[config.mk]
export PLATFORM = sky130hd
export DESIGN_NAME = l2_maint_seq
export DESIGN_NICKNAME = d
export VERILOG_FILES = /design/src/rtl/l2_maint_seq_pkg.sv /design/src/rtl/l2_maint_seq_cfg.sv /design/src/rtl/l2_maint_seq_engine.sv /design/src/rtl/l2_maint_seq.sv
export SDC_FILE = /design/constraint.sdc
export NUM_CORES = 1
export LEC_CHECK = 0
export BUFFER_PORTS_ARGS = -buffer_cell sky130_fd_sc_hd__buf_2
export CAP_MARGIN = 30
export CORE_MARGIN = 2
export CORE_UTILIZATION = 52
export CTS_CLUSTER_SIZE = 14
export DETAILED_ROUTE_END_ITERATION = 10
export GPL_TIMING_DRIVEN = 0
export HOLD_SLACK_MARGIN = 0.08
export PLACE_DENSITY = 0.81
export SYNTH_ARGS = -nofsm -noshare
export SYNTH_HDL_FRONTEND = slang
export SYNTH_SLANG_ARGS = --single-unit
[constraint.sdc]
create_clock -name clk_i -period 3.3 [get_ports clk_i]
set_clock_uncertainty 0.1 [all_clocks]
set_input_delay 0.165 -clock clk_i [delete_from_list [all_inputs] [get_ports clk_i]]
set_output_delay 0.165 -clock clk_i [all_outputs]
set_load 0.01 [all_outputs]
[src/rtl/l2_maint_seq_pkg.sv]
package l2_maint_seq_pkg;
  typedef enum logic [1:0] {
    CMD_NOP   = 2'd0,
    CMD_START = 2'd1,
    CMD_RSVD  = 2'd2,
    CMD_ABORT = 2'd3
  } cmd_e;

  typedef enum logic [2:0] {
    RES_NONE     = 3'd0,
    RES_DONE_OK  = 3'd1,
    RES_DONE_ERR = 3'd2,
    RES_ABRT_OK  = 3'd3,
    RES_ABRT_ERR = 3'd4
  } res_e;

  // command register field positions
  localparam int CMD_LSB  = 0;
  localparam int KIND_LSB = 2;
  localparam int BUSY_BIT = 5;
  localparam int RES_LSB  = 6;
  localparam int PRES_BIT = 31;
endpackage

[src/rtl/l2_maint_seq_cfg.sv]
module l2_maint_seq_cfg #(
  parameter int TAG_W      = 42,
  parameter int CNT_W      = 16,
  parameter int LINE_SHIFT = 6,
  localparam int CNT_LSB   = LINE_SHIFT + TAG_W,
  localparam int DATA_W    = CNT_LSB + CNT_W
) (
  input  logic              clk_i,
  input  logic              rst_ni,
  input  logic              range_we_i,
  input  logic              kind_we_i,
  input  logic [DATA_W-1:0] wdata_i,
  output logic [TAG_W-1:0]  tag_o,
  output logic [CNT_W-1:0]  cnt_o,
  output logic [2:0]        kind_o
);
  import l2_maint_seq_pkg::*;

  always_ff @(posedge clk_i or negedge rst_ni) begin
    if (!rst_ni) begin
      tag_o  <= '0;
      cnt_o  <= '0;
      kind_o <= '0;
    end else begin
      if (range_we_i) begin
        tag_o <= wdata_i[CNT_LSB-1:LINE_SHIFT];
        cnt_o <= wdata_i[DATA_W-1:CNT_LSB];
      end
      if (kind_we_i) kind_o <= wdata_i[KIND_LSB+:3];
    end
  end
endmodule

[src/rtl/l2_maint_seq_engine.sv]
module l2_maint_seq_engine #(
  parameter int TAG_W = 42,
  parameter int CNT_W = 16
) (
  input  logic                        clk_i,
  input  logic                        rst_ni,
  input  logic                        ctrl_we_i,
  input  l2_maint_seq_pkg::cmd_e      cmd_i,
  input  logic [TAG_W-1:0]            cfg_tag_i,
  input  logic [CNT_W-1:0]            cfg_cnt_i,
  input  logic                        ack_i,
  input  logic                        err_i,
  output logic                        busy_o,
  output l2_maint_seq_pkg::res_e      res_o,
  output logic [TAG_W-1:0]            cur_tag_o
);
  import l2_maint_seq_pkg::*;

  localparam logic [TAG_W-1:0] TAG_ONE = TAG_W'(1);
  localparam logic [CNT_W-1:0] CNT_ONE = CNT_W'(1);

  logic [CNT_W-1:0] remain_q;
  logic             err_q, abort_q;
  logic             start_ok, abort_cmd, abort_now, err_now, last_line;

  assign start_ok  = ctrl_we_i && (cmd_i == CMD_START) && !busy_o;
  assign abort_cmd = ctrl_we_i && (cmd_i == CMD_ABORT);
  assign abort_now = abort_q || abort_cmd;
  assign err_now   = err_q || err_i;
  assign last_line = (remain_q == CNT_ONE);

  always_ff @(posedge clk_i or negedge rst_ni) begin
    if (!rst_ni) begin
      busy_o    <= 1'b0;
      res_o     <= RES_NONE;
      cur_tag_o <= '0;
      remain_q  <= '0;
      err_q     <= 1'b0;
      abort_q   <= 1'b0;
    end else if (start_ok) begin
      err_q     <= 1'b0;
      abort_q   <= 1'b0;
      cur_tag_o <= cfg_tag_i;
      remain_q  <= cfg_cnt_i;
      if (cfg_cnt_i == '0) begin
        res_o <= RES_DONE_OK;
      end else begin
        res_o  <= RES_NONE;
        busy_o <= 1'b1;
      end
    end else if (busy_o) begin
      if (ack_i) begin
        err_q     <= err_now;
        cur_tag_o <= cur_tag_o + TAG_ONE;
        remain_q  <= remain_q - CNT_ONE;
        if (abort_now) begin
          busy_o  <= 1'b0;
          abort_q <= 1'b0;
          res_o   <= err_now ? RES_ABRT_ERR : RES_ABRT_OK;
        end else if (last_line) begin
          busy_o <= 1'b0;
          res_o  <= err_now ? RES_DONE_ERR : RES_DONE_OK;
        end
      end else if (abort_cmd) begin
        abort_q <= 1'b1;
      end
    end
  end
endmodule

[src/rtl/l2_maint_seq.sv]
module l2_maint_seq #(
  parameter int            TAG_W      = 42,
  parameter int            CNT_W      = 16,
  parameter int            LINE_SHIFT = 6,
  parameter int            OFS_W      = 12,
  parameter logic [11:0]   CTRL_OFS   = 12'h620,
  parameter logic [11:0]   RANGE_OFS  = 12'h628,
  localparam int           ADDR_W     = TAG_W + LINE_SHIFT,
  localparam int           DATA_W     = ADDR_W + CNT_W
) (
  input  logic              clk_i,
  input  logic              rst_ni,
  input  logic              reg_we_i,
  input  logic [OFS_W-1:0]  reg_ofs_i,
  input  logic [DATA_W-1:0] reg_wdata_i,
  output logic [DATA_W-1:0] reg_rdata_o,
  output logic              req_valid_o,
  output logic [2:0]        req_type_o,
  output logic [ADDR_W-1:0] req_addr_o,
  input  logic              req_ack_i,
  input  logic              req_err_i
);
  import l2_maint_seq_pkg::*;

  logic             sel_ctrl, sel_range, ctrl_we, range_we;
  cmd_e             cmd;
  logic             busy;
  res_e             res;
  logic [2:0]       op_kind;
  logic [TAG_W-1:0] cfg_tag, cur_tag;
  logic [CNT_W-1:0] cfg_cnt;

  assign sel_ctrl  = (reg_ofs_i == OFS_W'(CTRL_OFS));
  assign sel_range = (reg_ofs_i == OFS_W'(RANGE_OFS));
  assign ctrl_we   = reg_we_i && sel_ctrl;
  assign range_we  = reg_we_i && sel_range;
  assign cmd       = cmd_e'(reg_wdata_i[CMD_LSB+:2]);

  l2_maint_seq_cfg #(.TAG_W(TAG_W), .CNT_W(CNT_W), .LINE_SHIFT(LINE_SHIFT)) u_cfg (
    .clk_i      (clk_i),
    .rst_ni     (rst_ni),
    .range_we_i (range_we),
    .kind_we_i  (ctrl_we && !busy),
    .wdata_i    (reg_wdata_i),
    .tag_o      (cfg_tag),
    .cnt_o      (cfg_cnt),
    .kind_o     (op_kind)
  );

  l2_maint_seq_engine #(.TAG_W(TAG_W), .CNT_W(CNT_W)) u_eng (
    .clk_i     (clk_i),
    .rst_ni    (rst_ni),
    .ctrl_we_i (ctrl_we),
    .cmd_i     (cmd),
    .cfg_tag_i (cfg_tag),
    .cfg_cnt_i (cfg_cnt),
    .ack_i     (req_ack_i),
    .err_i     (req_err_i),
    .busy_o    (busy),
    .res_o     (res),
    .cur_tag_o (cur_tag)
  );

  assign req_valid_o = busy;
  assign req_type_o  = op_kind;
  assign req_addr_o  = {cur_tag, {LINE_SHIFT{1'b0}}};

  always_comb begin
    reg_rdata_o = '0;
    if (sel_ctrl) begin
      reg_rdata_o[PRES_BIT]      = 1'b1;
      reg_rdata_o[RES_LSB+:3]    = res;
      reg_rdata_o[BUSY_BIT]      = busy;
      reg_rdata_o[KIND_LSB+:3]   = op_kind;
    end else if (sel_range) begin
      reg_rdata_o = {cfg_cnt, cfg_tag, {LINE_SHIFT{1'b0}}};
    end
  end
endmodule

==> Word level (Yosys, flattened, before mapping) <==
Cells that the tools add are included.
{ "word_totals": {"ff_bits": 125, "ram_bits": 0, "rom_bits": 0, "output_inout_bits": 116, "n_memories": 0, "word_cells": 69, "latchBits": 0} }
{ "op_classes": {"n_lt_le_gt_ge": 0, "muxes": 34, "n_eq_ne": 7, "multipliers": 0, "shift": 0, "bitwise": 0, "add_sub_neg": 2, "div_mod_pow": 0, "reduce_logical": 17} }
{ "op_table": {"columns": ["cell", "n"], "rows": [
  ["two-way mux 42 bit", 3],
  ["two-way mux 64 bit", 1],
  ["two-way mux 16 bit", 3],
  ["adder 42 x 1 -> 42 bit (second input constant)", 1],
  ["two-way mux 32 bit", 1],
  ["equality test 12 x 11 -> 1 bit (second input constant)", 2],
  ["two-way mux 22 bit", 1],
  ["two-way mux 3 bit", 6],
  ["equality test 16 x 1 -> 1 bit (second input constant)", 1],
  ["zero test 16 bit", 1],
  ["two-way mux 1 bit", 16],
  ["subtractor 16 x 1 -> 16 bit (second input constant)", 1],
  ["two-way mux 7 bit", 1],
  ["logical AND 1 bit", 6],
  ["AND reduction 3 bit", 2],
  ["nonzero test 3 bit", 2],
  ["two-way mux 2 bit", 2],
  ["nonzero test 2 bit", 2],
  ["inequality test 3 x 1 -> 1 bit (second input constant)", 1],
  ["equality test 2 x 1 -> 1 bit (second input constant)", 1],
  ["equality test 2 bit (second input constant)", 1],
  ["logical OR 1 bit", 2],
  ["inequality test 2 bit (second input constant)", 1],
  ["AND reduction 2 bit", 1],
  ["zero test 1 bit", 1]
]} }

==> Longest topological paths before layout <==
{ "logic_depth": {"word_depth": 8, "ltp_mapped": 8, "ltp_nobuf": 7} }

==> Modules after synthesis <==
From an unflattened synthesis, not the netlist that was laid out.
{ "unflattened": {"cells_unflattened": 714, "hier_area_um2": 7263.2} }
{ "modules_own_cells": {"columns": ["mod", "area_each_um2", "cells_per_inst", "n_inst"], "rows": [
  ["l2_maint_seq_engine", 3669.8, 416, 1],
  ["l2_maint_seq_cfg", 2337.2, 128, 1],
  ["l2_maint_seq", 1256.2, 170, 1]
]} }

==> Worst setup path after synthesis <==
No wires, ideal clock.
{ "synth_path": {"kind": "flip-flop to flip-flop", "start": "register u_eng.remain_q[5]", "end": "register u_eng.res_o[1]", "path_stages_with_launch": 6, "arrival_ns": 2.270, "path_slack_ns": 0.851, "path_cell_list": "dfrtp_1 -> or4_4 -> or4_4 -> or4_4 -> a21oi_4 -> mux2i_1"} }
{ "synth_via": {"elab_chain_cells": 3} }
{ "synth_lines": {"columns": ["item", "line", "rtl"], "rows": [
  ["start, declared", "l2_maint_seq_engine.sv:22", "logic [CNT_W-1:0] remain_q;"],
  ["start signal, assigned", "l2_maint_seq_engine.sv:44", "remain_q <= cfg_cnt_i;"],
  ["start signal, assigned", "l2_maint_seq_engine.sv:55", "remain_q <= remain_q - CNT_ONE;"],
  ["equality test 16 x 1 -> 1 bit", "l2_maint_seq_engine.sv:30", "assign last_line = (remain_q == CNT_ONE);"],
  ["nonzero test 3 bit (no source line)", null, null],
  ["AND reduction 3 bit (no source line)", null, null],
  ["end signal, assigned", "l2_maint_seq_engine.sv:59", "res_o <= err_now ? RES_ABRT_ERR : RES_ABRT_OK;"],
  ["end signal, assigned", "l2_maint_seq_engine.sv:62", "res_o <= err_now ? RES_DONE_ERR : RES_DONE_OK;"],
  ["end, declared", "l2_maint_seq_engine.sv:14", "output l2_maint_seq_pkg::res_e res_o,"]
]} }
No other way between the ends.
A chain may end at the register's enable or synchronous reset.

==> Final worst setup path <==
{ "layout_path": {"start": "register u_eng.busy_o", "end": "register u_eng.cur_tag_o[31]"} }
{ "layout_via": {"elab_chain_cells": 4, "elab_cells_between_ends": 6, "classes_between": "1 x mux; 5 x reduce/logical"} }
{ "layout_lines": {"columns": ["item", "line", "rtl"], "rows": [
  ["start, declared", "l2_maint_seq_engine.sv:13", "output logic busy_o,"],
  ["start signal, assigned", "l2_maint_seq_engine.sv:34", "busy_o <= 1'b0;"],
  ["start signal, assigned", "l2_maint_seq_engine.sv:49", "busy_o <= 1'b1;"],
  ["start signal, assigned", "l2_maint_seq_engine.sv:57", "busy_o <= 1'b0;"],
  ["zero test 1 bit", "l2_maint_seq_engine.sv:26", "assign start_ok = ctrl_we_i && (cmd_i == CMD_START) && !busy_o;"],
  ["logical AND 1 bit", "l2_maint_seq_engine.sv:26", null],
  ["nonzero test 2 bit (no source line)", null, null],
  ["AND reduction 2 bit (no source line)", null, null],
  ["end signal, assigned", "l2_maint_seq_engine.sv:43", "cur_tag_o <= cfg_tag_i;"],
  ["end signal, assigned", "l2_maint_seq_engine.sv:54", "cur_tag_o <= cur_tag_o + TAG_ONE;"],
  ["end, declared", "l2_maint_seq_engine.sv:15", "output logic [TAG_W-1:0] cur_tag_o"]
]} }
Parallel ways exist; a longest one is shown, timed or not.

==> impl_results.md <==
- Io pins: 197
- Period Utilization, post-route: 0.902
- Fraction of layout cells with a size suffix above 1: 0.322
- Grt total ovfl: 0
- Leak pwr: 4.64 nW
- Pre-antenna DRT Iters: 8
- Die Wd: 115 microns
- Final Max Tran Viols: 0
- Sequential area share after synthesis: 0.492
- Element type at the critical path start: flop
- RSZ-0062 raised after global routing: no
- First-pass GRT wire length: 31,300 microns
- PnR Total Power: 3.45 mW
- Initial Util: 0.532
- WL per Instance: 18.9 microns
- Worst Setup End Kind: flop
- Number of buffers added on ports: 187
- Fmax: 336 MHz
- Final hold viol count: 0
- Ys flop type: dfrtp_1
- Maximum VDD drop: 0.269 mV
- Full die area: 13,100 sq um
- Cell Rows: 40
- Area Overhead vs Synth: 37.4%
- Worst path slowest cell: clkbuf_1
- Status: finished clean
- Worst skew pair latency: 0.41 ns
- Finished Core Util: 0.730
- Required @ worst endpoint: 3.52 ns
- Post-route setup slack: 0.324 ns
- H-tree levels: 4
- Starting DRT DRC Count: 429
- Syn_area_per_cell: 10.1 sq um
- Ranking of synthesized cells by area: dfrtp_1, mux2_2, and3_1
- Max-cap violation count: 0
- HP Class: in -> reg
- Die H: 115 microns
- Final RePlAce weighted congestion: 0.875
- Synthesized area: 6360 sq um
- Post-synth EDFFs: 0
- Clk sink count: 125
- CTS buffer count: 17
- Post-synth ARST share: 1.00
- Final nets: 993
- Setup CP Type: reg -> reg
- Vias in the first global route: 6,218
- CTS root buf: clkbuf_16
- Drt drc: 0
- Top cell type's share of synthesized area: 0.492
- Crit-path max FO: 10
- Longest Clk Path Bufs: 2
- Initial antenna violation count: 0
- Largest stage delay, worst path: 0.52 ns
- Setup WS pre-CTS: 0.359 ns
- Worst-path cell chain: clkbuf_1 > nor4_2 > and2_1 > clkbuf_1 > clkbuf_1 > clkbuf_1 > nand2_1 > o21ai_0
- Largest net degree at the start of global routing: 67
- YS warnings: 0
- Critical path's top delay family: buffers and inverters
- Rel. slew slack: 0.475
- Synthesis-stage register bit count: 125
- Vias: 6,203
- Minimum clock period: 2.98 ns
- N_diodes: 0
- Most Frequent Cell on Critical Path: clkbuf_1
- Hold_ws: 0.127 ns
- Fill count: 826
- CP bufs+invs: 4
- Reg clk slew, reported paths: 0.05 ns
- Routed vias/inst: 5.80
- Post-CTS setup buffers: 0
- CTS tree: done
- Yosys top cell by area: dfrtp_1
- Antenna-violating nets left: 0
- Total wire length: 20,200 microns
- Yosys cell types: 46
- Hpwl dp: 13,200 microns
- Setup TNS: 0 ns
- GRT Total Usage: 0.310
- PD cells: 395 nW/um^2
- Final setup viols: 0
- Worst-margin pin slew: 0.782 ns
- Post-Syn Instances: 630
- Crit path DAT: 3.20 ns
- Core ar.: 12,000 sq um
## sequential cells by signal (all words and copies together) (netlist names)
signal and count:
u_eng.busy_o 1, u_cfg.kind_o 3, u_eng.err_q 1, u_eng.remain_q 16, u_cfg.cnt_o 16, u_eng.abort_q 1
u_eng.cur_tag_o 42, u_eng.res_o 3, u_cfg.tag_o 42
## power by group
part	internal (mW)	switching (mW)
Combinational	0.101	0.0797
Sequential	1.54	0.00355
Clock	1.08	0.647
Total	2.72	0.730
## kinds of logic after synthesis
kind of cell / synth area share
adders and majority gates: 0.00590
and+or+nand+nor: 0.222
xor gates and xnor gates: 0.0634
buffers and inverters: 0.0344
muxes: 0.110
other: 0.000590
AOI/OAI and AO/OA: 0.0722
DFF: 0.492
## synthesized netlist by cell type (all sizes together), types with 2 or more instances
library cell / instances
inv: 5
xnor2: 13
o211ai: 5
nor3: 13
a21o: 2
clkbuf: 36
or4: 7
nor2: 29
or3: 2
and3: 60
nor4: 15
a22oi: 4
ha: 3
a221o: 3
nand3b: 2
nand2b: 2
a21oi: 7
nand2: 70
a22o: 3
nand4: 22
xor2: 33
dfrtp: 125
a31oi: 2
buf: 9
o21ai: 47
nand3: 32
and2: 7
mux2: 61
## stage by stage
step                cell area [sq um]  std cells
global placement                 7500        971
detailed placement               7540        972
finish                           8740       1069
floorplan                        6380        637
global route                     8740       1069
CTS                              8730       1068
## per-layer routing
| metal | GRT usage | part of all wire | vias to the layer above | wire (microns) |
|---|---|---|---|---|
| li1 | - | - | 2809 | - |
| met1 | 0.376 | 0.38 | 3013 | 7720 |
| met2 | 0.529 | 0.50 | 328 | 10100 |
| met3 | 0.0709 | 0.085 | 53 | 1720 |
| met5 | 0 | 0 | - | 0 |
| met4 | 0.137 | 0.030 | 0 | 614 |
## worst min-delay path, cell delays in order
cell     delay (ns)
buf_2          0.09
nand2_1        0.08
nor2_1         0.10
a31oi_1        0.08
nor2_1         0.08
## layout make-up
class | instances | area, sq um | share of cell area
multi-input cells | 462 | 3040 | 0.348
flip-flops and latches | 125 | 3130 | 0.358
clock inverters | 8 | 65.1 | 0.00745
inverters | 5 | 18.8 | 0.00215
plain buffers | 45 | 200 | 0.0229
repair buffers | 253 | 1620 | 0.185
well taps | 147 | 184 | 0.0211
clock buffers | 24 | 482 | 0.0551
## repair_timing
action	in CTS	in global routing
gates resized for setup	0	1
hold buffers	64	0
endpoints found under the setup margin	0	3
endpoints found under the hold margin	123	0
## cells in the final DEF (no fill, tap or decap), types with 13 or more instances in the layout
master,count
buf_2,187
dfrtp_1,125
nand2_1,70
dlygate4sd3_1,64
mux2_2,61
and3_1,60
o21ai_0,47
clkbuf_1,40
xor2_1,33
nand3_1,32
nor2_1,29
nand4_1,22
clkbuf_16,17
nor3_1,13
nor4_1,13
xnor2_1,13
## worst paths after layout
kind | to | cells after the start | start | slack (ns)
max | u_eng.cur_tag_o[31] | 8 | u_eng.busy_o | 0.32
min | u_eng.busy_o | 5 | reg_wdata_i[0] | 0.13
min in group asynchronous | u_cfg.tag_o[10] | 2 | rst_ni | 0.19
max reg2reg | u_eng.cur_tag_o[31] | 8 | u_eng.busy_o | 0.32
max in group asynchronous | u_cfg.kind_o[1] | 3 | rst_ni | 2.19
min reg2reg | u_eng.err_q | 2 | u_eng.err_q | 0.41
(Power assumes the default switching activity.)
